===== src/rtl/cs_pkg.sv =====
package cs_pkg;
  localparam int unsigned WS_W = 2;
  localparam int unsigned SZ_W = 5;

  typedef struct packed {
    logic            en;
    logic            rdy_en;
    logic [WS_W-1:0] ws;
  } sel_cfg_t;

  function automatic int unsigned reg_w(int unsigned aw);
    return aw + SZ_W + WS_W + 2;
  endfunction

  function automatic int unsigned idx_w(int unsigned nr, int unsigned np);
    return $clog2(nr + 1 + np);
  endfunction
endpackage


===== src/rtl/cs_regs.sv =====
module cs_regs
  import cs_pkg::*;
#(
  parameter int unsigned ADDR_W    = 20,
  parameter int unsigned N_RANGE   = 3,
  parameter int unsigned N_PER     = 8,
  parameter int unsigned BOOT_SIZE = 16,
  parameter int unsigned BOOT_WS   = 3
) (
  input  logic                              clk_i,
  input  logic                              rst_ni,
  input  logic                              we_i,
  input  logic [idx_w(N_RANGE, N_PER)-1:0]  idx_i,
  input  logic [reg_w(ADDR_W)-1:0]          wdata_i,
  output sel_cfg_t [N_RANGE-1:0]            rng_cfg_o,
  output logic [N_RANGE-1:0][ADDR_W-1:0]    rng_base_o,
  output logic [N_RANGE-1:0][SZ_W-1:0]      rng_size_o,
  output sel_cfg_t [N_PER-1:0]              per_cfg_o,
  output logic [ADDR_W-1:0]                 per_base_o,
  output logic                              per_io_o
);
  localparam int unsigned REG_W   = reg_w(ADDR_W);
  localparam int unsigned IDX_W   = idx_w(N_RANGE, N_PER);
  localparam int unsigned POS_WS  = ADDR_W + SZ_W;
  localparam int unsigned POS_EN  = POS_WS + WS_W + 1;
  localparam int unsigned PB_IDX  = N_RANGE;
  localparam int unsigned PER_IDX = N_RANGE + 1;
  localparam logic [ADDR_W-1:0] BOOT_BASE = {ADDR_W{1'b1}} << BOOT_SIZE;
  localparam logic [REG_W-1:0]  BOOT_WORD =
    {1'b1, 1'b0, WS_W'(BOOT_WS), SZ_W'(BOOT_SIZE), BOOT_BASE};

  for (genvar r = 0; r < N_RANGE; r++) begin : g_rng
    logic [REG_W-1:0] word_q;
    always_ff @(posedge clk_i or negedge rst_ni) begin
      if (!rst_ni)                            word_q <= (r == N_RANGE-1) ? BOOT_WORD : '0;
      else if (we_i && idx_i == IDX_W'(r))    word_q <= wdata_i;
    end
    assign rng_base_o[r] = word_q[ADDR_W-1:0];
    assign rng_size_o[r] = word_q[ADDR_W +: SZ_W];
    assign rng_cfg_o[r]  = sel_cfg_t'(word_q[POS_EN:POS_WS]);
  end

  for (genvar p = 0; p < N_PER; p++) begin : g_per
    sel_cfg_t cfg_q;
    always_ff @(posedge clk_i or negedge rst_ni) begin
      if (!rst_ni)                                  cfg_q <= '0;
      else if (we_i && idx_i == IDX_W'(PER_IDX+p))  cfg_q <= sel_cfg_t'(wdata_i[POS_EN:POS_WS]);
    end
    assign per_cfg_o[p] = cfg_q;
  end

  logic [ADDR_W:0] pbase_q;
  always_ff @(posedge clk_i or negedge rst_ni) begin
    if (!rst_ni)                            pbase_q <= '0;
    else if (we_i && idx_i == IDX_W'(PB_IDX)) pbase_q <= wdata_i[ADDR_W:0];
  end
  assign per_base_o = pbase_q[ADDR_W-1:0];
  assign per_io_o   = pbase_q[ADDR_W];

  // Boot range stays live out of reset
  p_boot_live_r1: assert property (@(posedge clk_i) disable iff (!rst_ni)
    $rose(rst_ni) |-> rng_cfg_o[N_RANGE-1].en);
endmodule


===== src/rtl/cs_match.sv =====
module cs_match
  import cs_pkg::*;
#(
  parameter int unsigned ADDR_W = 20,
  parameter int unsigned N_RANGE = 3,
  parameter int unsigned N_PER  = 8,
  parameter int unsigned BLK_W  = 8
) (
  input  logic [ADDR_W-1:0]               addr_i,
  input  logic                            io_i,
  input  sel_cfg_t [N_RANGE-1:0]          rng_cfg_i,
  input  logic [N_RANGE-1:0][ADDR_W-1:0]  rng_base_i,
  input  logic [N_RANGE-1:0][SZ_W-1:0]    rng_size_i,
  input  sel_cfg_t [N_PER-1:0]            per_cfg_i,
  input  logic [ADDR_W-1:0]               per_base_i,
  input  logic                            per_io_i,
  output logic [2*N_RANGE+N_PER-1:0]      sel_o,
  output logic [WS_W-1:0]                 ws_o,
  output logic                            rdy_en_o
);
  localparam int unsigned N_MEM  = 2 * N_RANGE;
  localparam int unsigned PIDX_W = (N_PER > 1) ? $clog2(N_PER) : 1;
  localparam logic [31:0] WIN    = 32'(N_PER) << BLK_W;

  logic [N_RANGE-1:0] rng_hit, rng_half;
  logic [N_PER-1:0]   per_hit;

  for (genvar r = 0; r < N_RANGE; r++) begin : g_rng
    logic [SZ_W-1:0]   eff;
    logic [ADDR_W-1:0] hsh;
    assign eff = (rng_size_i[r] > SZ_W'(ADDR_W)) ? SZ_W'(ADDR_W) : rng_size_i[r];
    assign hsh = addr_i >> (eff - SZ_W'(1));
    assign rng_half[r] = hsh[0];
    assign rng_hit[r]  = rng_cfg_i[r].en && !io_i && (eff != '0) &&
                         (((addr_i ^ rng_base_i[r]) >> eff) == '0);
  end

  logic [ADDR_W-1:0] off;
  logic              in_win;
  logic [PIDX_W-1:0] pidx;
  assign off    = addr_i - per_base_i;
  assign in_win = (addr_i >= per_base_i) && (io_i == per_io_i) && (32'(off) < WIN);
  assign pidx   = PIDX_W'(off >> BLK_W);

  for (genvar p = 0; p < N_PER; p++) begin : g_per
    assign per_hit[p] = in_win && (pidx == PIDX_W'(p)) && per_cfg_i[p].en;
  end

  // Fixed priority: peripherals, then ranges by ascending index
  always_comb begin
    logic found;
    found    = 1'b0;
    sel_o    = '0;
    ws_o     = '0;
    rdy_en_o = 1'b0;
    for (int p = 0; p < N_PER; p++) begin
      if (!found && per_hit[p]) begin
        found            = 1'b1;
        sel_o[N_MEM + p] = 1'b1;
        ws_o             = per_cfg_i[p].ws;
        rdy_en_o         = per_cfg_i[p].rdy_en;
      end
    end
    for (int r = 0; r < N_RANGE; r++) begin
      if (!found && rng_hit[r]) begin
        found                    = 1'b1;
        sel_o[2*r + rng_half[r]] = 1'b1;
        ws_o                     = rng_cfg_i[r].ws;
        rdy_en_o                 = rng_cfg_i[r].rdy_en;
      end
    end
  end
endmodule


===== src/rtl/cs_seq.sv =====
module cs_seq
  import cs_pkg::*;
#(
  parameter int unsigned N_SEL = 14
) (
  input  logic             clk_i,
  input  logic             rst_ni,
  input  logic             start_i,
  input  logic [N_SEL-1:0] sel_i,
  input  logic [WS_W-1:0]  ws_i,
  input  logic             rdy_en_i,
  input  logic             ext_rdy_i,
  output logic [N_SEL-1:0] cs_o,
  output logic             rdy_o,
  output logic             busy_o
);
  logic             busy_q, rdy_en_q;
  logic [WS_W-1:0]  cnt_q;
  logic [N_SEL-1:0] cs_q;

  assign rdy_o  = busy_q && (cnt_q == '0) && (!rdy_en_q || ext_rdy_i);
  assign cs_o   = cs_q;
  assign busy_o = busy_q;

  always_ff @(posedge clk_i or negedge rst_ni) begin
    if (!rst_ni) begin
      busy_q   <= 1'b0;
      rdy_en_q <= 1'b0;
      cnt_q    <= '0;
      cs_q     <= '0;
    end else if (!busy_q) begin
      if (start_i) begin
        busy_q   <= 1'b1;
        cs_q     <= sel_i;
        cnt_q    <= ws_i;
        rdy_en_q <= rdy_en_i;
      end
    end else if (rdy_o) begin
      busy_q <= 1'b0;
      cs_q   <= '0;
    end else if (cnt_q != '0) begin
      cnt_q <= cnt_q - 1'b1;
    end
  end

  // Checker: cycles elapsed since the select appeared vs. programmed count
  logic [WS_W:0]   chk_el;
  logic [WS_W-1:0] chk_ws;
  always_ff @(posedge clk_i or negedge rst_ni) begin
    if (!rst_ni) begin
      chk_el <= '0;
      chk_ws <= '0;
    end else if (!busy_q && start_i) begin
      chk_el <= '0;
      chk_ws <= ws_i;
    end else if (busy_q && chk_el != '1) begin
      chk_el <= chk_el + 1'b1;
    end
  end

  p_min_wait_r8: assert property (@(posedge clk_i) disable iff (!rst_ni)
    rdy_o |-> chk_el >= {1'b0, chk_ws});
  p_hold_r7: assert property (@(posedge clk_i) disable iff (!rst_ni)
    busy_q && !rdy_o |=> $stable(cs_q) && busy_q);
  p_release_r7: assert property (@(posedge clk_i) disable iff (!rst_ni)
    rdy_o |=> cs_q == '0 && !busy_q);
  p_onehot_r7: assert property (@(posedge clk_i) disable iff (!rst_ni)
    $onehot0(cs_q));
  p_start_r12: assert property (@(posedge clk_i) disable iff (!rst_ni)
    !busy_q && start_i |=> busy_q);
endmodule


===== src/rtl/cs_unit.sv =====
module cs_unit
  import cs_pkg::*;
#(
  parameter int unsigned ADDR_W    = 20,
  parameter int unsigned N_RANGE   = 3,
  parameter int unsigned N_PER     = 8,
  parameter int unsigned BLK_W     = 8,
  parameter int unsigned BOOT_SIZE = 16,
  parameter int unsigned BOOT_WS   = 3
) (
  input  logic                             clk_i,
  input  logic                             rst_ni,
  input  logic                             cyc_start_i,
  input  logic [ADDR_W-1:0]                addr_i,
  input  logic                             io_i,
  input  logic                             ext_rdy_i,
  input  logic                             reg_we_i,
  input  logic [idx_w(N_RANGE, N_PER)-1:0] reg_idx_i,
  input  logic [reg_w(ADDR_W)-1:0]         reg_wdata_i,
  output logic [2*N_RANGE-1:0]             mem_cs_o,
  output logic [N_PER-1:0]                 per_cs_o,
  output logic                             rdy_o
);
  localparam int unsigned N_MEM = 2 * N_RANGE;
  localparam int unsigned N_SEL = N_MEM + N_PER;

  sel_cfg_t [N_RANGE-1:0]          rng_cfg;
  logic [N_RANGE-1:0][ADDR_W-1:0]  rng_base;
  logic [N_RANGE-1:0][SZ_W-1:0]    rng_size;
  sel_cfg_t [N_PER-1:0]            per_cfg;
  logic [ADDR_W-1:0]               per_base;
  logic                            per_io;
  logic [N_SEL-1:0]                sel, cs;
  logic [WS_W-1:0]                 ws;
  logic                            rdy_en, busy;

  cs_regs #(
    .ADDR_W(ADDR_W), .N_RANGE(N_RANGE), .N_PER(N_PER),
    .BOOT_SIZE(BOOT_SIZE), .BOOT_WS(BOOT_WS)
  ) u_regs (
    .clk_i, .rst_ni,
    .we_i(reg_we_i), .idx_i(reg_idx_i), .wdata_i(reg_wdata_i),
    .rng_cfg_o(rng_cfg), .rng_base_o(rng_base), .rng_size_o(rng_size),
    .per_cfg_o(per_cfg), .per_base_o(per_base), .per_io_o(per_io)
  );

  cs_match #(
    .ADDR_W(ADDR_W), .N_RANGE(N_RANGE), .N_PER(N_PER), .BLK_W(BLK_W)
  ) u_match (
    .addr_i, .io_i,
    .rng_cfg_i(rng_cfg), .rng_base_i(rng_base), .rng_size_i(rng_size),
    .per_cfg_i(per_cfg), .per_base_i(per_base), .per_io_i(per_io),
    .sel_o(sel), .ws_o(ws), .rdy_en_o(rdy_en)
  );

  cs_seq #(.N_SEL(N_SEL)) u_seq (
    .clk_i, .rst_ni,
    .start_i(cyc_start_i), .sel_i(sel), .ws_i(ws), .rdy_en_i(rdy_en),
    .ext_rdy_i, .cs_o(cs), .rdy_o, .busy_o(busy)
  );

  assign mem_cs_o = cs[N_MEM-1:0];
  assign per_cs_o = cs[N_SEL-1:N_MEM];

  p_idle_quiet_r7: assert property (@(posedge clk_i) disable iff (!rst_ni)
    !busy |-> (mem_cs_o == '0) && (per_cs_o == '0) && !rdy_o);
endmodule


===== config.mk =====
export PLATFORM = sky130hd
export DESIGN_NAME = cs_unit
export DESIGN_NICKNAME = d
export VERILOG_FILES = /design/src/rtl/cs_pkg.sv /design/src/rtl/cs_regs.sv /design/src/rtl/cs_match.sv /design/src/rtl/cs_seq.sv /design/src/rtl/cs_unit.sv
export SDC_FILE = /design/constraint.sdc
export NUM_CORES = 1
export LEC_CHECK = 0
export BUFFER_PORTS_ARGS = -buffer_cell sky130_fd_sc_hd__buf_4
export CORE_ASPECT_RATIO = 1.1
export CORE_MARGIN = 2
export CORE_UTILIZATION = 56
export DETAILED_ROUTE_END_ITERATION = 8
export HOLD_SLACK_MARGIN = 0.12
export PLACE_DENSITY = 0.8
export REMOVE_ABC_BUFFERS = 1
export SYNTH_ARGS = -nofsm -noshare
export SYNTH_HDL_FRONTEND = slang
export SYNTH_HIERARCHICAL = 1
export SYNTH_SLANG_ARGS = --single-unit

===== constraint.sdc =====
create_clock -name clk_i -period 3.1 [get_ports clk_i]
set_clock_uncertainty 0.15 [all_clocks]
set_input_delay 0.31 -clock clk_i [delete_from_list [all_inputs] [get_ports clk_i]]
set_output_delay 0.31 -clock clk_i [all_outputs]
set_load 0.02 [all_outputs]

# --- After elaboration in Yosys (flattened, before gate mapping) ---
# Cells that the tools add are included.
classes:
  n_addsub: 7
  magnitude_cmp: 11
  eq_ne: 22
  shifts: 6
  muxes: 61
  bitwise: 7
  reduce_logical: 81
op_table:
  columns: ["operator", "n"]
  rows:
  - ["$mux 14", 6]
  - ["$ge 32x1->1 const B", 2]
  - ["$lt 32x5->1 const B", 2]
  - ["$logic_not 20->1", 3]
  - ["$shr 20x5->1", 3]
  - ["$shr 20x5->20", 3]
  - ["$xor 20x20->20", 3]
  - ["$logic_and 1x1->1", 54]
  - ["$mux 1", 34]
  - ["$mux 2", 15]
  - ["$or 14x14->14", 2]
  - ["$ge 20x20->1", 1]
  - ["$lt 20x12->1 const B", 1]
  - ["$sub 20x20->20", 1]
  - ["$eq 4x3->1 const B", 4]
  - ["$eq 4x4->1 const B", 4]
  - ["$gt 5x5->1 const B", 3]
  - ["$mux 5", 3]
  - ["$reduce_bool 5->1", 3]
  - ["$sub 5x1->5 const B", 3]
  - ["$or 14x2->14", 1]
  - ["$eq 3x3->1 const B", 4]
  - ["$logic_not 1->1", 12]
  - ["$demux 1 s4", 2]
  - ["other kinds (20)", 26]
word_totals:
  reg_bits: 158
  input_bits: 59
  word_cells: 227

# --- Logic depth before layout (Yosys ltp) ---
depth:
  ltp_word: 38
  depth_mapped: 17
  ltp_nobuf: 14

# --- By module ---
# The synthesis kept the hierarchy.
by_module_without_submodules:
  columns: ["module", "n_inst", "cells_each", "area_each_um2", "seq_area_each_um2"]
  rows:
  - ["cs_regs", 1, 314, 5387.7, 3513.4]
  - ["cs_match", 1, 565, 4139.0, 0.0]
  - ["cs_seq", 1, 54, 734.5, 450.4]

# --- Worst setup path before layout ---
# Ideal clock, no wire load.
synth_path:
  path_type: "input to register"
  from: "input addr_i[0]"
  to: "register u_seq.rdy_en_q"
  arrival_time_ns: 2.893
  required_ns: 2.823
  path_slack_ns: -0.070
  stages: 14
  path_cell_list: "clkbuf_1 inv_1 ha_1 nor2b_4 o21ba_2 o21ai_2 xnor2_1 mux2_1 o211ai_1 o221a_4 a21oi_1 a22oi_1 o221ai_1 mux2_1"
synth_via:
  elab_chain_len: 36
  word_cells_on_any_way: 82
  classes_between: "add/sub: 1; order compare: 2; eq/ne: 7; shift: 3; mux: 21; bitwise: 3; reduce/logical: 45"
synth_lines:
  columns: ["element", "line_no", "rtl"]
  rows:
  - ["from (decl)", "cs_unit.sv:14", "input logic [ADDR_W-1:0] addr_i,"]
  - ["$sub 20x20->20 / $ge 20x20->1 (equally long branches)", "cs_match.sv:41, cs_match.sv:42", null]
  - ["$lt 20x12->1 / $logic_and 1x1->1 (equally long branches)", "cs_match.sv:42", "assign in_win = (addr_i >= per_base_i) && (io_i == per_io_i) && (32'(off) < WIN);"]
  - ["$logic_and 1x1->1", "cs_match.sv:42", null]
  - ["$logic_and 1x1->1 (2 in series)", "cs_match.sv:46", "assign per_hit[p] = in_win && (pidx == PIDX_W'(p)) && per_cfg_i[p].en;"]
  - ["$mux 1", "cs_match.sv:57", "if (!found && per_hit[p]) begin"]
  - ["$logic_not 1->1", "cs_match.sv:57", null]
  - ["$logic_and 1x1->1", "cs_match.sv:57", null]
  - ["$mux 1", "cs_match.sv:57", null]
  - ["[20 not listed]", null, null]
  - ["$mux 1", "cs_match.sv:65", "if (!found && rng_hit[r]) begin"]
  - ["$logic_not 1->1", "cs_match.sv:65", null]
  - ["$logic_and 1x1->1", "cs_match.sv:65", null]
  - ["$mux 1", "cs_match.sv:65", null]
  - ["$logic_not 1->1", "cs_match.sv:65", null]
  - ["$logic_and 1x1->1", "cs_match.sv:65", null]
  - ["$mux 1 (*)", "cs_match.sv:65", null]
  - ["via rdy_en", "cs_unit.sv:35", "logic rdy_en, busy;"]
  - ["to (signal assigned)", "cs_seq.sv:36", "rdy_en_q <= rdy_en_i;"]
  - ["to (decl)", "cs_seq.sv:17", "logic busy_q, rdy_en_q;"]
# The timed path passes the listed nets; every way through them passes the cells marked *.
# A chain may end at the register's enable or synchronous reset.

# --- Worst setup path after layout ---
layout_path:
  from: "register u_regs.pbase_q[1]"
  to: "register u_seq.cnt_q[1]"
layout_via:
  elab_chain_len: 38
  word_cells_on_any_way: 72
  classes_between: "add/sub: 1; order compare: 2; eq/ne: 7; mux: 23; reduce/logical: 39"
layout_lines:
  columns: ["element", "line_no", "rtl"]
  rows:
  - ["from (decl)", "cs_regs.sv:52", "logic [ADDR_W:0] pbase_q;"]
  - ["from (signal assigned)", "cs_regs.sv:55", "else if (we_i && idx_i == IDX_W'(PB_IDX)) pbase_q <= wdata_i[ADDR_W:0];"]
  - ["$sub 20x20->20 / $ge 20x20->1 (equally long branches)", "cs_match.sv:41, cs_match.sv:42", null]
  - ["$lt 20x12->1 / $logic_and 1x1->1 (equally long branches)", "cs_match.sv:42", null]
  - ["$logic_and 1x1->1", "cs_match.sv:42", null]
  - ["$logic_and 1x1->1 (2 in series)", "cs_match.sv:46", null]
  - ["$mux 1", "cs_match.sv:57", null]
  - ["$logic_not 1->1", "cs_match.sv:57", null]
  - ["$logic_and 1x1->1", "cs_match.sv:57", null]
  - ["$mux 1", "cs_match.sv:57", null]
  - ["[22 not listed]", null, null]
  - ["$logic_and 1x1->1", "cs_match.sv:65", null]
  - ["$mux 1", "cs_match.sv:65", null]
  - ["$logic_not 1->1", "cs_match.sv:65", null]
  - ["$logic_and 1x1->1", "cs_match.sv:65", null]
  - ["$mux 2 (*)", "cs_match.sv:65", null]
  - ["via ws[1]", "cs_unit.sv:34", "logic [WS_W-1:0] ws;"]
  - ["$mux 2 (*)", "cs_seq.sv:32", "if (start_i) begin"]
  - ["$mux 2 (*)", "cs_seq.sv:31", "end else if (!busy_q) begin"]
  - ["to (signal assigned)", "cs_seq.sv:35", "cnt_q <= ws_i;"]
  - ["to (signal assigned)", "cs_seq.sv:42", "cnt_q <= cnt_q - 1'b1;"]
  - ["to (decl)", "cs_seq.sv:18", "logic [WS_W-1:0] cnt_q;"]
# The timed path passes the listed nets; every way through them passes the cells marked *. The select of a mux whose other input is x is not followed.

==> metrics.cfg <==
[drt]
final_antenna_net_count = 0
dr.first_iter.drc_count = 970
wl_microns = 31400
wl_per_cell_microns = 22.4
vias = 8849
dr.pass1.iters = 6
drcViolationCount = 0
vias_per_cell = 6.31

[cells_and_area]
fin_nets = 1237
diodes = 0
area_delta_synth_final_pct = 28.3
layout_commonest_cell = buf_4
layoutNonFillerInstCount = 1402
final_cell_mix = buf_4 (211), dfrtp_1 (150), mux2_2 (127)
drive_gt1_share_pct = 43.6
design_area_sq_mm = 0.0132

[sta]
max_freq_mhz = 283
tns_ps = -4790
hold_viol_final = 0
slew-limit-headroom_pct = 51.2
period_minus_slack_ps = 3530
worst_pin_slew_ps = 731
finalCritPeriodShare_pct = 114
holdWs_ps = 245
layout_setup_ws_ps = -430
drv_slew = 0
finalSetupViolations = 17
rsz0062_at_grt = true

[synthesis]
dominantRegCellSynth = dfrtp_1
netlist-cell-type-count = 95
synth_warnings = 6
synth_cells = 933
synth_top_family_by_area = multiplexers
synth_edf_count = 0
async_reset_ff_share_pct = 100
ys_ff_latch = 158
seq_area_frac_synth_pct = 38.6
synthAdderAreaFrac_pct = 3.29
yosys.area_share.simple_pct = 10.9
syn-cell-area_sq_mm = 0.0103
avgSynthCellArea_sq_um = 11.0
synth-xor-area-share_pct = 6.06
synth_compound_area_share_pct = 14.7
synthMuxAreaShare_pct = 21.8

[floorplan]
pin_count = 74
die_h_microns = 146
die_area_sq_mm = 0.0194
dieWidth_microns = 133
rows = 51
initial_utilization_pct = 57.6
coreArea_sq_mm = 0.0178

[place]
placed_area_sq_mm = 0.0118
dp.cells = 1326
place_ws_ps = -515
dp_hpwl_microns = 21800
io_buffers = 73
place.gp.congestion = 1.03

[grt]
first_global_vias = 8738
grt_pass1_wl_microns = 48400
grt_max_degree = 102
grt_util_all_layers_pct = 32.2
overflow = 0
antenna_found_initial = 0

[critical_path]
path_max_fanout = 4
end_kind = register
worstPathRequired_ps = 3270
reg2reg_from = u_regs/pbase_q[1]
r2r_slack_ps = -430
worstSetupStartpointType = register
arrival_ps = 3700
worstRegToRegCells = 16
r2r_end = u_seq/cnt_q[1]
path_class = reg -> reg

[worst_hold_path]
min_delay_path_depth = 4
whs_endpoint = u_seq/busy_o
hold_start = ext_rdy_i
min_path_type = in -> reg

[outcome]
status = finished with violations
violations = negative setup slack

[clock_network]
cts_buffer_depth = 2
cts_made_buffers = 17
clk_latency_ps = 440
cts_sinks = 158
clk_pin_slew_worst_paths_ps = 80
htree_levels = 4
root_buffer = clkbuf_16
tritoncts = yes

[power]
irDropWorstVdd_v = 0.000438
leakagePower_uw = 0.00588
p_per_area_mw_per_mm2 = 710

[run]
cap_violations = 0

## cells in the mapped netlist (7+ instances only)
cell / number / area [sq um]
dfrtp_1: 150 / 3750
dfstp_2: 8 / 210
xor2_1: 32 / 280
mux4_2: 10 / 225
buf_6: 10 / 113
ha_1: 27 / 338
buf_2: 12 / 60.1
nand3_1: 19 / 95.1
clkbuf_1: 16 / 60.1
buf_4: 7 / 52.6
nor2_1: 42 / 158
mux2_2: 127 / 1430
inv_1: 40 / 150
nand2_1: 53 / 199
nand3b_1: 8 / 60.1
and3_1: 10 / 62.6
nor2b_1: 10 / 62.6
nor4_1: 7 / 43.8
mux2i_1: 11 / 110
a21o_1: 10 / 75.1
o21ai_0: 28 / 140
a22o_1: 14 / 123
xnor2_1: 39 / 342
mux2_4: 21 / 315
and2_1: 7 / 43.8
o21a_1: 9 / 67.6
a21oi_1: 45 / 225
o211ai_1: 10 / 75.1
nor3_1: 13 / 65.1
## layout make-up
type / instances / area, sq um
tap: 238 / 298
clock inverter: 15 / 169
multi-input combinational: 682 / 6160
inverter: 44 / 168
timing repair buffer: 248 / 1980
sequential: 158 / 3960
clock buffer: 17 / 425
fill: 1152 / 4640
## registers in the layout (all words and copies together) (netlist names)
name / count
u_regs/g_rng.word_q: 87
u_regs/pbase_q: 21
u_regs/per_cfg_o: 32
u_seq/busy_o: 1
u_seq/cnt_q: 2
u_seq/cs_o: 14
u_seq/rdy_en_q: 1
## worst max-delay path: stages (launching register included)
cell,delay [ps]
dfrtp_1,400
inv_2,80
ha_4,190
nor2b_4,130
o31ai_4,310
a31o_1,250
a21oi_2,90
a221oi_2,260
buf_4,160
mux2i_2,220
o2111ai_2,240
buf_4,210
o21a_1,210
nand3_2,100
o221ai_2,110
a211oi_2,240
a21oi_1,70
## logic make-up after synthesis
kind of cell | count (synthesis)
buffers and inverters | 93
DFF | 158
adders and majority gates | 27
xor gates and xnor gates | 71
AOI/OAI and AO/OA | 200
and+or+nand+nor | 208
muxes | 176
## metrics by stage
stage	power [uW]	utilization (%)
floorplan	5290	-
global placement	6690	66.3
detailed placement	6800	66.3
CTS	9130	73.1
global route	9770	73.9
finish	9350	73.9
## routing by layer
metal	routed length, microns	part of all wire, %	track usage, %
met1	12500	40	41.9
met2	15200	48	53.6
met3	2240	7.1	4.35
met4	1540	4.9	14.9
met5	0	0	0
## power by group
part           switching, uW  total (uW)  internal [uW]
Sequential               354        2880           2530
Clock                   1010        2100           1080
Combinational           2260        4370           2110
Total                   3630        9350           5720
## what timing repair did
item | in CTS | in global routing
hold buffers | 31 | 0
endpoints found under the hold margin | 293 | 0
setup endpoints to repair | 17 | 17
pin swaps | 29 | 14
gates resized for setup | 42 | 27
setup buffers | 8 | 7
## worst max-delay path by stage
stage | endpoint | depth (start not counted) | startpoint | slack, ps
after floorplan | u_seq/rdy_en_q | 13 | u_regs/pbase_q[5] | -430
after global placement | u_seq/cnt_q[1] | 15 | addr_i[1] | -370
after detailed placement | u_seq/cnt_q[1] | 15 | addr_i[1] | -510
after CTS | u_seq/cnt_q[1] | 14 | u_regs/pbase_q[1] | -210
after global routing | u_seq/cnt_q[1] | 16 | u_regs/pbase_q[1] | -520
final | u_seq/cnt_q[1] | 16 | u_regs/pbase_q[1] | -430
Note: power is estimated with default switching activity, not from simulation.
